<file path="config.mk">
export PLATFORM = sky130hd
export DESIGN_NAME = lt_timer
export DESIGN_NICKNAME = d
export VERILOG_FILES = /design/src/rtl/lt_pkg.sv /design/src/rtl/lt_regs.sv /design/src/rtl/lt_prescale.sv /design/src/rtl/lt_count_fsm.sv /design/src/rtl/lt_timer.sv
export SDC_FILE = /design/constraint.sdc
export NUM_CORES = 1
export LEC_CHECK = 0
export ABC_CLOCK_PERIOD_IN_PS = 3700
export BUFFER_PORTS_ARGS = -buffer_cell sky130_fd_sc_hd__buf_2
export CORE_MARGIN = 2
export CORE_UTILIZATION = 58
export DETAILED_ROUTE_END_ITERATION = 6
export MAX_ROUTING_LAYER = met4
export PLACE_DENSITY = 0.89
export RECOVER_POWER = 25
export SYNTH_ARGS = -nofsm -noshare
export SYNTH_HDL_FRONTEND = slang
export SYNTH_SLANG_ARGS = --single-unit
</file>
<file path="constraint.sdc">
create_clock -name clk -period 3.7 [get_ports clk]
set_input_delay 0.185 -clock clk [delete_from_list [all_inputs] [get_ports clk]]
set_output_delay 0.185 -clock clk [all_outputs]
set_load 0.02 [all_outputs]
</file>
<file path="src/rtl/lt_pkg.sv">
package lt_pkg;

    // register selects (shared by write and read paths)
    localparam logic [1:0] SEL_DIV  = 2'd0;
    localparam logic [1:0] SEL_VEC  = 2'd1;
    localparam logic [1:0] SEL_INIT = 2'd2;
    localparam logic [1:0] SEL_CUR  = 2'd3;

    // field positions inside the vector entry
    localparam int ENTRY_PERIODIC_BIT = 17;
    localparam int ENTRY_MASK_BIT     = 16;

    // divide register: bits that are kept
    localparam logic [3:0] DIV_KEEP = 4'b1011;

    // width of the prescaler shift value
    localparam int SHIFT_W = 3;

    typedef enum logic [1:0] {
        ST_IDLE = 2'd0,
        ST_RUN  = 2'd1,
        ST_DONE = 2'd2
    } tmr_state_e;

endpackage

</file>
<file path="src/rtl/lt_regs.sv">
module lt_regs
    import lt_pkg::*;
#(
    parameter int DATA_W = 32,
    parameter int CNT_W  = 32,
    parameter int VEC_W  = 8
) (
    input  logic                clk,
    input  logic                rst_n,
    input  logic                wr_en,
    input  logic [1:0]          wr_sel,
    input  logic [DATA_W-1:0]   wr_data,
    output logic [3:0]          div_q,
    output logic [VEC_W-1:0]    vec_q,
    output logic                mask_q,
    output logic                periodic_q,
    output logic [CNT_W-1:0]    init_q,
    output logic                load_o,
    output logic [SHIFT_W-1:0]  shift_o
);

    logic [SHIFT_W-1:0] code;

    // start-value write is seen by the counter at the same edge
    assign load_o = wr_en && (wr_sel == SEL_INIT);

    always_ff @(posedge clk or negedge rst_n) begin
        if (!rst_n) begin
            div_q      <= '0;
            vec_q      <= '0;
            mask_q     <= 1'b1;
            periodic_q <= 1'b0;
            init_q     <= '0;
        end else if (wr_en) begin
            unique case (wr_sel)
                SEL_DIV: div_q <= wr_data[3:0] & DIV_KEEP;
                SEL_VEC: begin
                    vec_q      <= wr_data[VEC_W-1:0];
                    mask_q     <= wr_data[ENTRY_MASK_BIT];
                    periodic_q <= wr_data[ENTRY_PERIODIC_BIT];
                end
                SEL_INIT: init_q <= wr_data[CNT_W-1:0];
                SEL_CUR: ;  // read-only select
                default: ;
            endcase
        end
    end

    // scrambled divide code, shift wraps modulo 8
    assign code    = {div_q[3], div_q[1:0]};
    assign shift_o = code + SHIFT_W'(1);

    AST_DIV_CLEAN: assert property (@(posedge clk) disable iff (!rst_n)
        (wr_en && wr_sel == SEL_DIV) |=> (div_q[2] == 1'b0)) else $error("divide bit 2 stored");

    AST_CUR_WRITE_IGNORED: assert property (@(posedge clk) disable iff (!rst_n)
        (wr_en && wr_sel == SEL_CUR) |=> ($stable(div_q) && $stable(vec_q) && $stable(init_q) && $stable(mask_q))) else $error("write to count select changed a register");

endmodule

</file>
<file path="src/rtl/lt_prescale.sv">
module lt_prescale
    import lt_pkg::*;
#(
    parameter int PRE_W = (1 << SHIFT_W) - 1
) (
    input  logic               clk,
    input  logic               rst_n,
    input  logic               tick_i,
    input  logic               restart_i,
    input  logic [SHIFT_W-1:0] shift_i,
    output logic               ptick_o
);

    logic [PRE_W-1:0] cnt_q;
    logic [PRE_W-1:0] lim;

    // low 'shift' bits set: the prescaler fires when they are all ones
    for (genvar gi = 0; gi < PRE_W; gi++) begin : g_lim
        assign lim[gi] = (gi < int'(shift_i));
    end

    always_ff @(posedge clk or negedge rst_n) begin
        if (!rst_n) begin
            cnt_q <= '0;
        end else if (restart_i) begin
            cnt_q <= '0;
        end else if (tick_i) begin
            cnt_q <= cnt_q + PRE_W'(1);
        end
    end

    assign ptick_o = tick_i && !restart_i && ((cnt_q & lim) == lim);

    AST_PHASE_RESET: assert property (@(posedge clk) disable iff (!rst_n)
        restart_i |=> (cnt_q == '0)) else $error("prescaler phase not cleared");

    AST_PAUSE_HOLD: assert property (@(posedge clk) disable iff (!rst_n)
        (!tick_i && !restart_i) |=> $stable(cnt_q)) else $error("prescaler moved without tick");

endmodule

</file>
<file path="src/rtl/lt_count_fsm.sv">
module lt_count_fsm
    import lt_pkg::*;
#(
    parameter int CNT_W = 32,
    parameter int VEC_W = 8
) (
    input  logic              clk,
    input  logic              rst_n,
    input  logic              load_i,
    input  logic [CNT_W-1:0]  load_val_i,
    input  logic [CNT_W-1:0]  init_i,
    input  logic              periodic_i,
    input  logic              mask_i,
    input  logic [VEC_W-1:0]  vec_i,
    input  logic              ptick_i,
    output logic [CNT_W-1:0]  cur_o,
    output logic              irq_valid_o,
    output logic [VEC_W-1:0]  irq_vec_o
);

    tmr_state_e       state_q, state_d;
    logic [CNT_W-1:0] cur_q, cur_d;
    logic             expire;

    // next-state and next-count
    always_comb begin
        state_d = state_q;
        cur_d   = cur_q;
        expire  = 1'b0;
        if (load_i) begin
            // T_LOAD
            cur_d   = load_val_i;
            state_d = (load_val_i == '0) ? ST_IDLE : ST_RUN;
        end else begin
            unique case (state_q)
                ST_IDLE: ;
                ST_RUN: begin
                    if (ptick_i) begin
                        if (cur_q != '0) begin
                            cur_d = cur_q - CNT_W'(1);
                            if (cur_q == CNT_W'(1)) begin
                                // T_EXPIRE
                                expire = 1'b1;
                                if (!periodic_i) state_d = ST_DONE;
                            end
                        end else if (periodic_i) begin
                            // T_RELOAD
                            cur_d = init_i;
                        end else begin
                            // T_STOP
                            state_d = ST_DONE;
                        end
                    end
                end
                ST_DONE: begin
                    if (periodic_i && ptick_i) begin
                        // T_RESUME
                        cur_d   = init_i;
                        state_d = ST_RUN;
                    end
                end
                default: state_d = ST_IDLE;
            endcase
        end
    end

    // state register
    always_ff @(posedge clk or negedge rst_n) begin
        if (!rst_n) begin
            state_q <= ST_IDLE;
            cur_q   <= '0;
        end else begin
            state_q <= state_d;
            cur_q   <= cur_d;
        end
    end

    // outputs
    always_ff @(posedge clk or negedge rst_n) begin
        if (!rst_n) begin
            irq_valid_o <= 1'b0;
            irq_vec_o   <= '0;
        end else begin
            irq_valid_o <= expire && !mask_i;
            if (expire) irq_vec_o <= vec_i;
        end
    end

    assign cur_o = cur_q;

    AST_IRQ_AT_ZERO: assert property (@(posedge clk) disable iff (!rst_n)
        irq_valid_o |-> (cur_q == '0)) else $error("request without zero count");

    AST_PULSE_ONE_CYCLE: assert property (@(posedge clk) disable iff (!rst_n)
        irq_valid_o |=> !irq_valid_o) else $error("request longer than one cycle");

    AST_MASK_QUIET: assert property (@(posedge clk) disable iff (!rst_n)
        irq_valid_o |-> !$past(mask_i)) else $error("request while masked");

    AST_DONE_SATURATES: assert property (@(posedge clk) disable iff (!rst_n)
        (state_q == ST_DONE) |-> (cur_q == '0)) else $error("one-shot left zero");

    AST_IDLE_ZERO: assert property (@(posedge clk) disable iff (!rst_n)
        (state_q == ST_IDLE) |-> (cur_q == '0 && !irq_valid_o)) else $error("idle timer active");

    AST_COUNT_NEEDS_TICK: assert property (@(posedge clk) disable iff (!rst_n)
        (!ptick_i && !load_i) |=> $stable(cur_q)) else $error("count moved without tick");

endmodule

</file>
<file path="src/rtl/lt_timer.sv">
module lt_timer
    import lt_pkg::*;
#(
    parameter int DATA_W = 32,
    parameter int CNT_W  = 32,
    parameter int VEC_W  = 8
) (
    input  logic              clk,
    input  logic              rst_n,
    input  logic              tick_in,
    input  logic              wr_en,
    input  logic [1:0]        wr_sel,
    input  logic [DATA_W-1:0] wr_data,
    input  logic [1:0]        rd_sel,
    output logic [DATA_W-1:0] rd_data,
    output logic              irq_valid,
    output logic [VEC_W-1:0]  irq_vector
);

    logic [3:0]         div_q;
    logic [VEC_W-1:0]   vec_q;
    logic               mask_q;
    logic               periodic_q;
    logic [CNT_W-1:0]   init_q;
    logic               load;
    logic [SHIFT_W-1:0] shift;
    logic               ptick;
    logic [CNT_W-1:0]   cur;
    logic [DATA_W-1:0]  entry_word;

    lt_regs #(.DATA_W(DATA_W), .CNT_W(CNT_W), .VEC_W(VEC_W)) u_regs (
        .clk        (clk),
        .rst_n      (rst_n),
        .wr_en      (wr_en),
        .wr_sel     (wr_sel),
        .wr_data    (wr_data),
        .div_q      (div_q),
        .vec_q      (vec_q),
        .mask_q     (mask_q),
        .periodic_q (periodic_q),
        .init_q     (init_q),
        .load_o     (load),
        .shift_o    (shift)
    );

    lt_prescale u_pre (
        .clk       (clk),
        .rst_n     (rst_n),
        .tick_i    (tick_in),
        .restart_i (load),
        .shift_i   (shift),
        .ptick_o   (ptick)
    );

    lt_count_fsm #(.CNT_W(CNT_W), .VEC_W(VEC_W)) u_fsm (
        .clk         (clk),
        .rst_n       (rst_n),
        .load_i      (load),
        .load_val_i  (wr_data[CNT_W-1:0]),
        .init_i      (init_q),
        .periodic_i  (periodic_q),
        .mask_i      (mask_q),
        .vec_i       (vec_q),
        .ptick_i     (ptick),
        .cur_o       (cur),
        .irq_valid_o (irq_valid),
        .irq_vec_o   (irq_vector)
    );

    always_comb begin
        entry_word = '0;
        entry_word[VEC_W-1:0]         = vec_q;
        entry_word[ENTRY_MASK_BIT]     = mask_q;
        entry_word[ENTRY_PERIODIC_BIT] = periodic_q;
    end

    // combinational read mux from live state
    always_comb begin
        unique case (rd_sel)
            SEL_DIV:  rd_data = DATA_W'(div_q);
            SEL_VEC:  rd_data = entry_word;
            SEL_INIT: rd_data = DATA_W'(init_q);
            SEL_CUR:  rd_data = DATA_W'(cur);
            default:  rd_data = '0;
        endcase
    end

endmodule

</file>
==> results of run 1 <==
==> cells by family after synthesis <==
logic type,Yosys count,synth area share
and+or+nand+nor,263,0.2141
AOI/OAI and AO/OA,123,0.1678
DFF,95,0.4001
buffers and inverters,71,0.04988
muxes,68,0.1286
xor gates and xnor gates,14,0.02063
adders and majority gates,9,0.01894
==> sequential cells by signal (all words and copies together) (netlist names) <==
| name | flops |
|---|---|
| u_fsm.cur_o | 32 |
| u_regs.init_q | 32 |
| u_fsm.irq_vec_o | 8 |
| u_regs.vec_q | 8 |
| u_pre.cnt_q | 7 |
| u_regs.div_q | 3 |
| u_fsm.state_q | 2 |
| u_fsm.irq_valid_o | 1 |
| u_regs.mask_q | 1 |
| u_regs.periodic_q | 1 |
==> timing repair <==
item	4_1_cts	5_1_grt
endpoints found under the setup margin	0	0
hold buffers	1	0
endpoints found under the hold margin	40	0
setup buffers	0	0
==> critical path: stages, from the launching register on <==
cell and delay [ns]:
dfrtp_1 0.49, or4_4 0.61, or4_4 0.55, o41a_1 0.47, a31oi_2 0.52, buf_4 0.32
o221ai_1 0.16
==> cell usage in the layout (no fill, tap or decap), types with 4 or more instances in the layout <==
cell type / Yosys / layout
a22o_1: 7 / 7
dfrtp_1: 94 / 94
o21ai_0: 5 / 5
a211oi_1: 4 / 4
inv_1: 24 / 24
or4_1: 4 / 4
buf_4: 1 / 14
a21boi_0: 4 / 4
mux2_1: 4 / 4
clkbuf_8: 0 / 11
a2111oi_0: 5 / 5
o211a_1: 9 / 9
nor3_1: 13 / 13
nand4_1: 15 / 15
buf_2: 9 / 68
o221ai_1: 20 / 20
xor2_1: 10 / 10
o211ai_1: 6 / 6
a31oi_1: 11 / 11
o31a_1: 4 / 4
nor2_1: 39 / 38
ha_1: 9 / 9
a21oi_1: 13 / 13
mux2i_1: 28 / 28
or3_1: 7 / 7
clkbuf_1: 31 / 11
nand2_1: 107 / 107
mux2_2: 33 / 33
nand3_1: 16 / 16
xnor2_1: 4 / 4
nor4_1: 21 / 21
a32oi_1: 9 / 9
nor2b_1: 23 / 23
==> layer usage <==
layer / GRT usage / vias up
met4: 0.1295 / 0
li1: - / 2491
met3: 0.05195 / 58
met2: 0.5055 / 333
met5: - / -
met1: 0.4157 / 2716
==> power breakdown <==
part	switching (W)	internal, W
clock network	0.000380	0.000416
logic	0.00124	0.000875
registers	0.000372	0.00132
==> worst min path at each step <==
stage | endpoint | startpoint | cells after the start
2_1_floorplan | u_fsm.cur_o[0] | rst_n | 0
3_3_place_gp | u_fsm.irq_vec_o[0] | rst_n | 1
3_5_place_dp | u_fsm.irq_vec_o[0] | rst_n | 1
4_1_cts | u_regs.init_q[24] | wr_data[24] | 3
5_1_grt | u_regs.init_q[24] | wr_data[24] | 3
6_report | u_regs.init_q[24] | wr_data[24] | 3
==> layout make-up <==
type / instances / area [µm²]
flip-flops and latches: 95 / 2379
clock buffers: 11 / 151.4
well taps: 133 / 166.4
fillers: 753 / 3196
repair buffers: 95 / 501.7
inverters: 24 / 90.09
multi-input cells: 477 / 3301
clock inverters: 5 / 80.08
==> through the flow <==
| stage | instances | total power (W) | setup slack, ns | util | hold WS (ns) |
|---|---|---|---|---|---|
| CTS | 840 | 0.004562 | 0.5112 | 0.6777 | 0.02925 |
| global placement | 823 | 0.003656 | 0.5984 | 0.6532 | 0.3811 |
| global route | 840 | 0.004865 | 0.3943 | 0.6761 | 0.03205 |
| finish | 840 | 0.004602 | 0.4694 | 0.6761 | 0.03527 |
| detailed placement | 823 | 0.003754 | 0.5354 | 0.6532 | 0.3800 |
| floorplan | 643 | 0.003156 | 0.9831 | - | -0.1106 |
==> results.yml, run 1 <==
worst_setup_path:
  path_class: "reg2reg"
  cp-endpoint: "u_fsm.cur_o[22]"
  arrival_ns: 3.48
  crit_start: "u_fsm.cur_o[26]"
  cp.required_ns: 3.95
  r2r_setup_slack_ns: 0.47
  r2r_start: "u_fsm.cur_o[26]"
  end_kind: "flop"
  r2r_cells: 6
  crit_fanout: 13
  r2r_end: "u_fsm.cur_o[22]"
  crit_path_start_kind: "flop"
synthesis:
  yosys_register_bits: 95
  synth_ff_type: "dfrtp_1"
  syn_nets: 692
  synthMostInstantiatedCell: "nand2_1"
  syn-instance-count: 643
  ys_seq_area_frac: 0.4001
  synth_edf_count: 0
  synth_area_per_cell_um2: 9.245
  synthArstFlopShare: 1.000
  yosys-top-cells-area: "dfrtp_1, nand2_1, mux2_2"
  ys_types: 63
  yosys.area.top_type: "dfrtp_1"
  yosysWarnings: 0
  synth_top_area_share: 0.3957
  syn_area_um2: 5944
  ys_top_cells_by_count: "nand2_1, dfrtp_1, nor2_1"
routing:
  routed_wl_um: 16950
  highest_layer: "met4"
  dr_wl_met3_um: 1371
  via_count: 5598
  wl_per_cell_um: 20.18
  drc: 0
  ant_nets: 0
  vias_per_cell: 6.664
  dr.pass1.iters: 6
  met1_length_um: 6846
  wl_met2_um: 8175
  drt_iter0_markers: 640
timing:
  fin_crit_ns: 3.231
  rsz0062_at_grt: "false"
  setup_violations: 0
  skew_ns: 0.008735
  max_freq_ghz: 0.3095
  final-hold-violation-count: 0
  drv_slew: 73
  worst_pin_slew_ns: 1.861
  fin_crit_sh: 0.8731
  relSlewSlack: -0.2406
  final.setup.tns_ns: 0
clock_network:
  cts-resized-gates: 0
  htree_levels: 3
  clock_path_buffers: 2
  insertion_delay_ns: 0.38
  cts.sinks: 95
  clk_pin_slew_ns: 0.10
  root_buffer: "clkbuf_8"
  cts_buffers: 9
  cts_tree: "built"
grt:
  grt_pass1_wl_um: 27860
  antenna_found_initial: 0
  grt_max_degree: 73
  grtUsageTotal: 0.3209
  overflow: 0
  grt_pass1_vias: 5531
status:
  violations: "max-capacitance violations, max-slew violations"
  status: "finished, violations left"
power:
  power_density_nw_per_um2: 690.0
  ir_drop_mv: 0.3044
  p_leak_nw: 3.044
die:
  start_util: 0.6026
  core_um2: 9864
  rows: 36
  die_w_um: 105.2
  chipHeight_um: 105.2
  dieArea_um2: 11070
  ioPinCount: 81
final_layout:
  antennaDiodeCount: 0
  nets: 751
  areaGrowthSynthToFinish_pct: 12.19
  drive_gt1_frac: 0.2150
  final_area_um2: 6669
place:
  portBuffers: 80
  dpl.hpwl_um: 11620
  gp_congestion: 0.9740
  dpl_cell_area_um2: 6444
min_path:
  min_path_type: "in2reg"
run:
  cap_violations: 1
Power figures use the tool's default switching activity.
==> run 2: changes to the inputs <==
--- a/config.mk
+++ b/config.mk
@@ -6,12 +6,12 @@
 export NUM_CORES = 1
 export LEC_CHECK = 0
 export ABC_CLOCK_PERIOD_IN_PS = 3700
-export BUFFER_PORTS_ARGS = -buffer_cell sky130_fd_sc_hd__buf_2
 export CORE_MARGIN = 2
-export CORE_UTILIZATION = 58
+export CORE_UTILIZATION = 60
 export DETAILED_ROUTE_END_ITERATION = 6
+export DONT_BUFFER_PORTS = 1
 export MAX_ROUTING_LAYER = met4
-export PLACE_DENSITY = 0.89
+export PLACE_DENSITY = 0.85
 export RECOVER_POWER = 25
 export SYNTH_ARGS = -nofsm -noshare
 export SYNTH_HDL_FRONTEND = slang
==> run 2 against run 1 <==
Compared with the run above: clock power is 13% higher; flip-flop and latch count stayed put; via count is 2.6% lower; die area is 3.2% lower; clock-buffer cell count is 2 lower; setup slack worse by 0.016 ns; total power is 0.37% higher; clock skew is 0.0062 ns higher; global-route usage is 0.77 points higher; core utilization is 0.77 points higher; sequential power hardly changed; the flow still finishes with violations (max-capacitance violations, max-slew violations).
==> results.yml, run 2 (synthesis results as in run 1) <==
timing:
  skew_ns: 0.01492
  final-hold-violation-count: 0
  relSlewSlack: -0.5926
  hold-worst-slack_ns: 0.02600
  rsz0062_at_grt: "false"
  fin_crit_sh: 0.8773
  fin_crit_ns: 3.246
  drv_slew: 96
  worst_pin_slew_ns: 2.389
  final.setup.tns_ns: 0
  setup_violations: 0
  max_freq_ghz: 0.3081
final_layout:
  antennaDiodeCount: 0
  multi_input_area_um2: 3301
  nets: 702
  n_fill_cell: 711
  final_area_um2: 6621
  regArea_um2: 2379
  layout_common_cells: "nand2_1, dfrtp_1, nor2_1, dlygate4sd3_1, mux2_2"
  mostFrequentLayoutCell: "nand2_1"
  drive_gt1_frac: 0.1218
  areaGrowthSynthToFinish_pct: 11.39
worst_setup_path:
  worstPathCellList: "or4_1, nor4_1, a41oi_4, buf_4, nand3_1, o211ai_1, mux2_1"
  crit_path_start_kind: "flop"
  crit_fanout: 24
  cp.required_ns: 3.97
  crit_slowest_cell: "or4_1"
  end_kind: "flop"
  slowest_delay_ns: 0.64
  r2r_end: "u_fsm.cur_o[4]"
  path_class: "reg2reg"
  arrival_ns: 3.52
  r2r_start: "u_fsm.cur_o[5]"
  r2r_cells: 7
  r2r_setup_slack_ns: 0.45
routing:
  drt_iter0_markers: 632
  dr.pass1.iters: 6
  via_count: 5454
  ant_nets: 0
  drc: 0
  vias_per_cell: 6.904
  wl_per_cell_um: 21.29
  routed_wl_um: 16820
grt:
  antenna_found_initial: 0
  grt_pass1_wl_um: 27610
  overflow: 0
  grt_pass1_vias: 5402
  grt_max_degree: 96
  grtUsageTotal: 0.3286
clock_network:
  insertion_delay_ns: 0.39
  cts_tree: "built"
  htree_levels: 3
  clk_pin_slew_ns: 0.10
  cts_buffers: 9
  cts.sinks: 95
  cts-resized-gates: 0
  postCtsSetupBuffers: 0
  clock_path_buffers: 2
  root_buffer: "clkbuf_8"
status:
  violations: "max-capacitance violations, max-slew violations"
  status: "finished, violations left"
die:
  chipHeight_um: 103.5
  dieArea_um2: 10720
  core_um2: 9684
  die_w_um: 103.5
  ioPinCount: 81
  start_util: 0.6138
  rows: 36
place:
  portBuffers: 0
  dpl.hpwl_um: 10750
  gp_congestion: 0.9004
  dpl_cell_area_um2: 6018
min_path:
  min_path_cells: 2
  hold_path_startpoint: "wr_data[24]"
  hold_end: "u_fsm.cur_o[24]"
  min_path_type: "in2reg"
power:
  power_density_nw_per_um2: 697.6
  ir_drop_mv: 0.3347
  p_leak_nw: 2.881
run:
  cap_violations: 1
## run 2: worst max-delay path by stage
stage	start	to	cells past startpoint
finish	u_fsm.cur_o[5]	u_fsm.cur_o[4]	7
global route	u_fsm.cur_o[5]	u_fsm.cur_o[4]	7
CTS	u_fsm.cur_o[5]	u_fsm.cur_o[3]	7
detailed placement	u_fsm.cur_o[26]	u_fsm.cur_o[3]	7
global placement	u_fsm.cur_o[26]	u_fsm.cur_o[5]	7
floorplan	u_regs.div_q[0]	u_fsm.cur_o[29]	7
## run 2: what timing repair did
action / in CTS / in global routing
hold endpoints to repair: 143 / 0
hold buffers: 35 / 0
setup endpoints to repair: 0 / 0
## run 2: final cells by class
type,instances,area share
clock buffer,9,0.01871
clock inverter,6,0.02022
inverter,24,0.01361
multi-input combinational,477,0.4985
sequential,95,0.3592
tap,133,0.02513
timing repair buffer,46,0.06463
## run 2: where the power goes
group / internal, W / switching, W
registers: 0.00132 / 0.000362
logic: 0.000832 / 0.00120
clock network: 0.000513 / 0.000391
## run 2: layer usage
metal | up-vias | GRT usage | routed length, µm
li1 | 2409 | - | -
met1 | 2640 | 0.4221 | 6702
met2 | 336 | 0.5009 | 7907
met3 | 69 | 0.06734 | 1548
met4 | 0 | 0.1602 | 660
met5 | - | - | 0
## run 2: stage by stage
| stage | worst slack [ns] | utilization | total power (W) | cells |
|---|---|---|---|---|
| 3_3_place_gp | 0.6585 | 0.6214 | 0.003505 | 740 |
| 4_1_cts | 0.5214 | 0.6860 | 0.004559 | 790 |
| 5_1_grt | 0.2984 | 0.6837 | 0.004869 | 790 |
| 3_5_place_dp | 0.5557 | 0.6214 | 0.003612 | 740 |
| 2_1_floorplan | 0.9831 | - | 0.003156 | 643 |
| 6_report | 0.4538 | 0.6837 | 0.004619 | 790 |
## run 2: worst max-delay path, delay by kind of cell, from the launching register on
family | cells | cell delay [ns]
buffers and inverters | 1 | 0.38
DFF | 1 | 0.46
muxes | 1 | 0.30
AOI/OAI and AO/OA | 2 | 0.58
and+or+nand+nor | 3 | 1.39
==> run 3: changes to the inputs <==
--- a/config.mk
+++ b/config.mk
@@ -5,14 +5,15 @@
 export SDC_FILE = /design/constraint.sdc
 export NUM_CORES = 1
 export LEC_CHECK = 0
-export ABC_CLOCK_PERIOD_IN_PS = 3700
+export ABC_CLOCK_PERIOD_IN_PS = 2800
 export CORE_MARGIN = 2
-export CORE_UTILIZATION = 60
+export CORE_UTILIZATION = 58
 export DETAILED_ROUTE_END_ITERATION = 6
 export DONT_BUFFER_PORTS = 1
 export MAX_ROUTING_LAYER = met4
 export PLACE_DENSITY = 0.85
 export RECOVER_POWER = 25
+export SETUP_SLACK_MARGIN = 0.1
 export SYNTH_ARGS = -nofsm -noshare
 export SYNTH_HDL_FRONTEND = slang
 export SYNTH_SLANG_ARGS = --single-unit
==> constraint.sdc (replaced) <==
create_clock -name clk -period 2.8 [get_ports clk]
set_input_delay 0.14 -clock clk [delete_from_list [all_inputs] [get_ports clk]]
set_output_delay 0.14 -clock clk [all_outputs]
set_load 0.02 [all_outputs]
==> run 3 against run 2 <==
Compared with the run above: the flow still finishes with violations (max-capacitance violations, max-slew violations); first-iteration DRC count rose by 4.4%; combinational power rose by 62%; worst hold slack got worse by 0.021 ns; critical path depth fell by 1; via count rose by 3.7%; largest power group unchanged.
==> results.yml, run 3 (synthesis results as in run 1) <==
power:
  p_leak_nw: 3.076
  ir_drop_mv: 0.4463
  total_power_w: 0.006408
  power_density_nw_per_um2: 920.5
status:
  status: "finished, violations left"
  violations: "max-capacitance violations, max-slew violations"
place:
  portBuffers: 0
  dpl.hpwl_um: 11570
  dpl_cell_area_um2: 6231
  gp_congestion: 0.9906
clock_network:
  insertion_delay_ns: 0.40
  htree_levels: 3
  cts_buffers: 9
  cts.sinks: 95
  clock_path_buffers: 2
  clk_pin_slew_ns: 0.10
  cts_tree: "built"
  root_buffer: "clkbuf_8"
timing:
  drv_slew: 96
  rsz0062_at_grt: "true"
  setup_violations: 0
  relSlewSlack: -0.4106
  skew_ns: 0.01302
  final-hold-violation-count: 0
  worst_pin_slew_ns: 2.116
  final.setup.tns_ns: 0
  max_freq_ghz: 0.3742
  hold-worst-slack_ns: 0.005407
  fin_crit_sh: 0.9543
  fin_crit_ns: 2.672
routing:
  via_count: 5657
  routed_wl_um: 17990
  vias_per_cell: 6.832
  wl_per_cell_um: 21.73
  drt_iter0_markers: 660
  ant_nets: 0
  dr.pass1.iters: 6
  drc: 0
final_layout:
  nets: 739
  regArea_um2: 2379
  layout_common_cells: "nand2_1, dfrtp_1, buf_4, nor2_1, dlygate4sd3_1"
  antennaDiodeCount: 0
  areaGrowthSynthToFinish_pct: 17.11
  mostFrequentLayoutCell: "nand2_1"
  drive_gt1_frac: 0.1799
  multi_input_area_um2: 3351
  utilization: 0.7057
  final_area_um2: 6962
  n_fill_cell: 657
die:
  dieArea_um2: 11070
  ioPinCount: 81
  start_util: 0.6026
  core_um2: 9864
  rows: 36
  die_w_um: 105.2
  chipHeight_um: 105.2
worst_setup_path:
  cp.required_ns: 3.07
  crit_path_start_kind: "flop"
  end_kind: "flop"
  path_class: "reg2reg"
  arrival_ns: 2.94
  crit_fanout: 9
grt:
  grt_pass1_vias: 5641
  grt_max_degree: 96
  overflow: 0
  antenna_found_initial: 0
  grt_pass1_wl_um: 28640
  grtUsageTotal: 0.3339
min_path:
  min_path_type: "in2reg"
run:
  cap_violations: 1
==> run 3: cell count changes in the layout (fill, tap and decap cells not counted), moves of 2 or more <==
| cell | before | now |
|---|---|---|
| buf_12 | 0 | 2 |
| buf_2 | 0 | 2 |
| buf_4 | 11 | 38 |
| buf_6 | 0 | 5 |
| bufinv_16 | 4 | 1 |
| inv_6 | 0 | 2 |
| nor4_1 | 21 | 19 |
| nor4_2 | 0 | 2 |
==> run 3: final timing paths <==
kind                                    from                end  slack, ns  depth (start not counted)
max                          u_fsm.cur_o[21]     u_fsm.cur_o[3]       0.13                          6
min                              wr_data[27]    u_fsm.cur_o[27]      0.005                          2
max reg2reg                  u_fsm.cur_o[21]     u_fsm.cur_o[3]       0.13                          6
min reg2reg                u_regs.init_q[28]  u_regs.init_q[28]       0.50                          2
max in group asynchronous              rst_n    u_fsm.cur_o[14]       0.60                          2
min in group asynchronous              rst_n     u_fsm.cur_o[2]       0.95                          2
==> run 3: repair_timing <==
action / in CTS / in global routing
hold buffers: 35 / 0
resized for setup: 1 / 13
endpoints found under the hold margin: 146 / 0
cloned: 0 / 2
setup endpoints to repair: 20 / 30
setup buffers: 2 / 9
pin swaps: 2 / 4
==> run 3: routing by layer <==
layer	share of wire	track usage
met5	0	-
met3	0.087	0.05380
met2	0.48	0.5258
met4	0.038	0.1410
met1	0.39	0.4310
==> run 3: through the flow <==
stage               worst slack [ns]  std cells
floorplan                     0.1695        643
global placement              0.1509        764
detailed placement           0.05774        764
CTS                           0.1121        817
global route                 0.08400        828
finish                        0.1280        828
==> run 3: critical path, cell delays in order, from the launching register on <==
cell,delay [ns]
dfrtp_1,0.43
or4_1,0.57
or3_4,0.45
o41ai_4,0.42
o31ai_2,0.16
buf_6,0.21
mux2_1,0.33
==> run 3: cell type report <==
class / count / area share
Clock inverter: 7 / 0.01150
Timing Repair Buffer: 83 / 0.1109
Inverter: 24 / 0.01294
Multi-Input combinational cell: 477 / 0.4813
Tap cell: 133 / 0.02390
Sequential cell: 95 / 0.3417
Clock buffer: 9 / 0.01779
==> run 3: where the power goes <==
group	leakage, nW	switching, W	internal [W]
sequential	1.15	0.000419	0.00174
clock	0.102	0.000545	0.000426
combinational	1.82	0.00183	0.00144
total	3.08	0.00280	0.00361
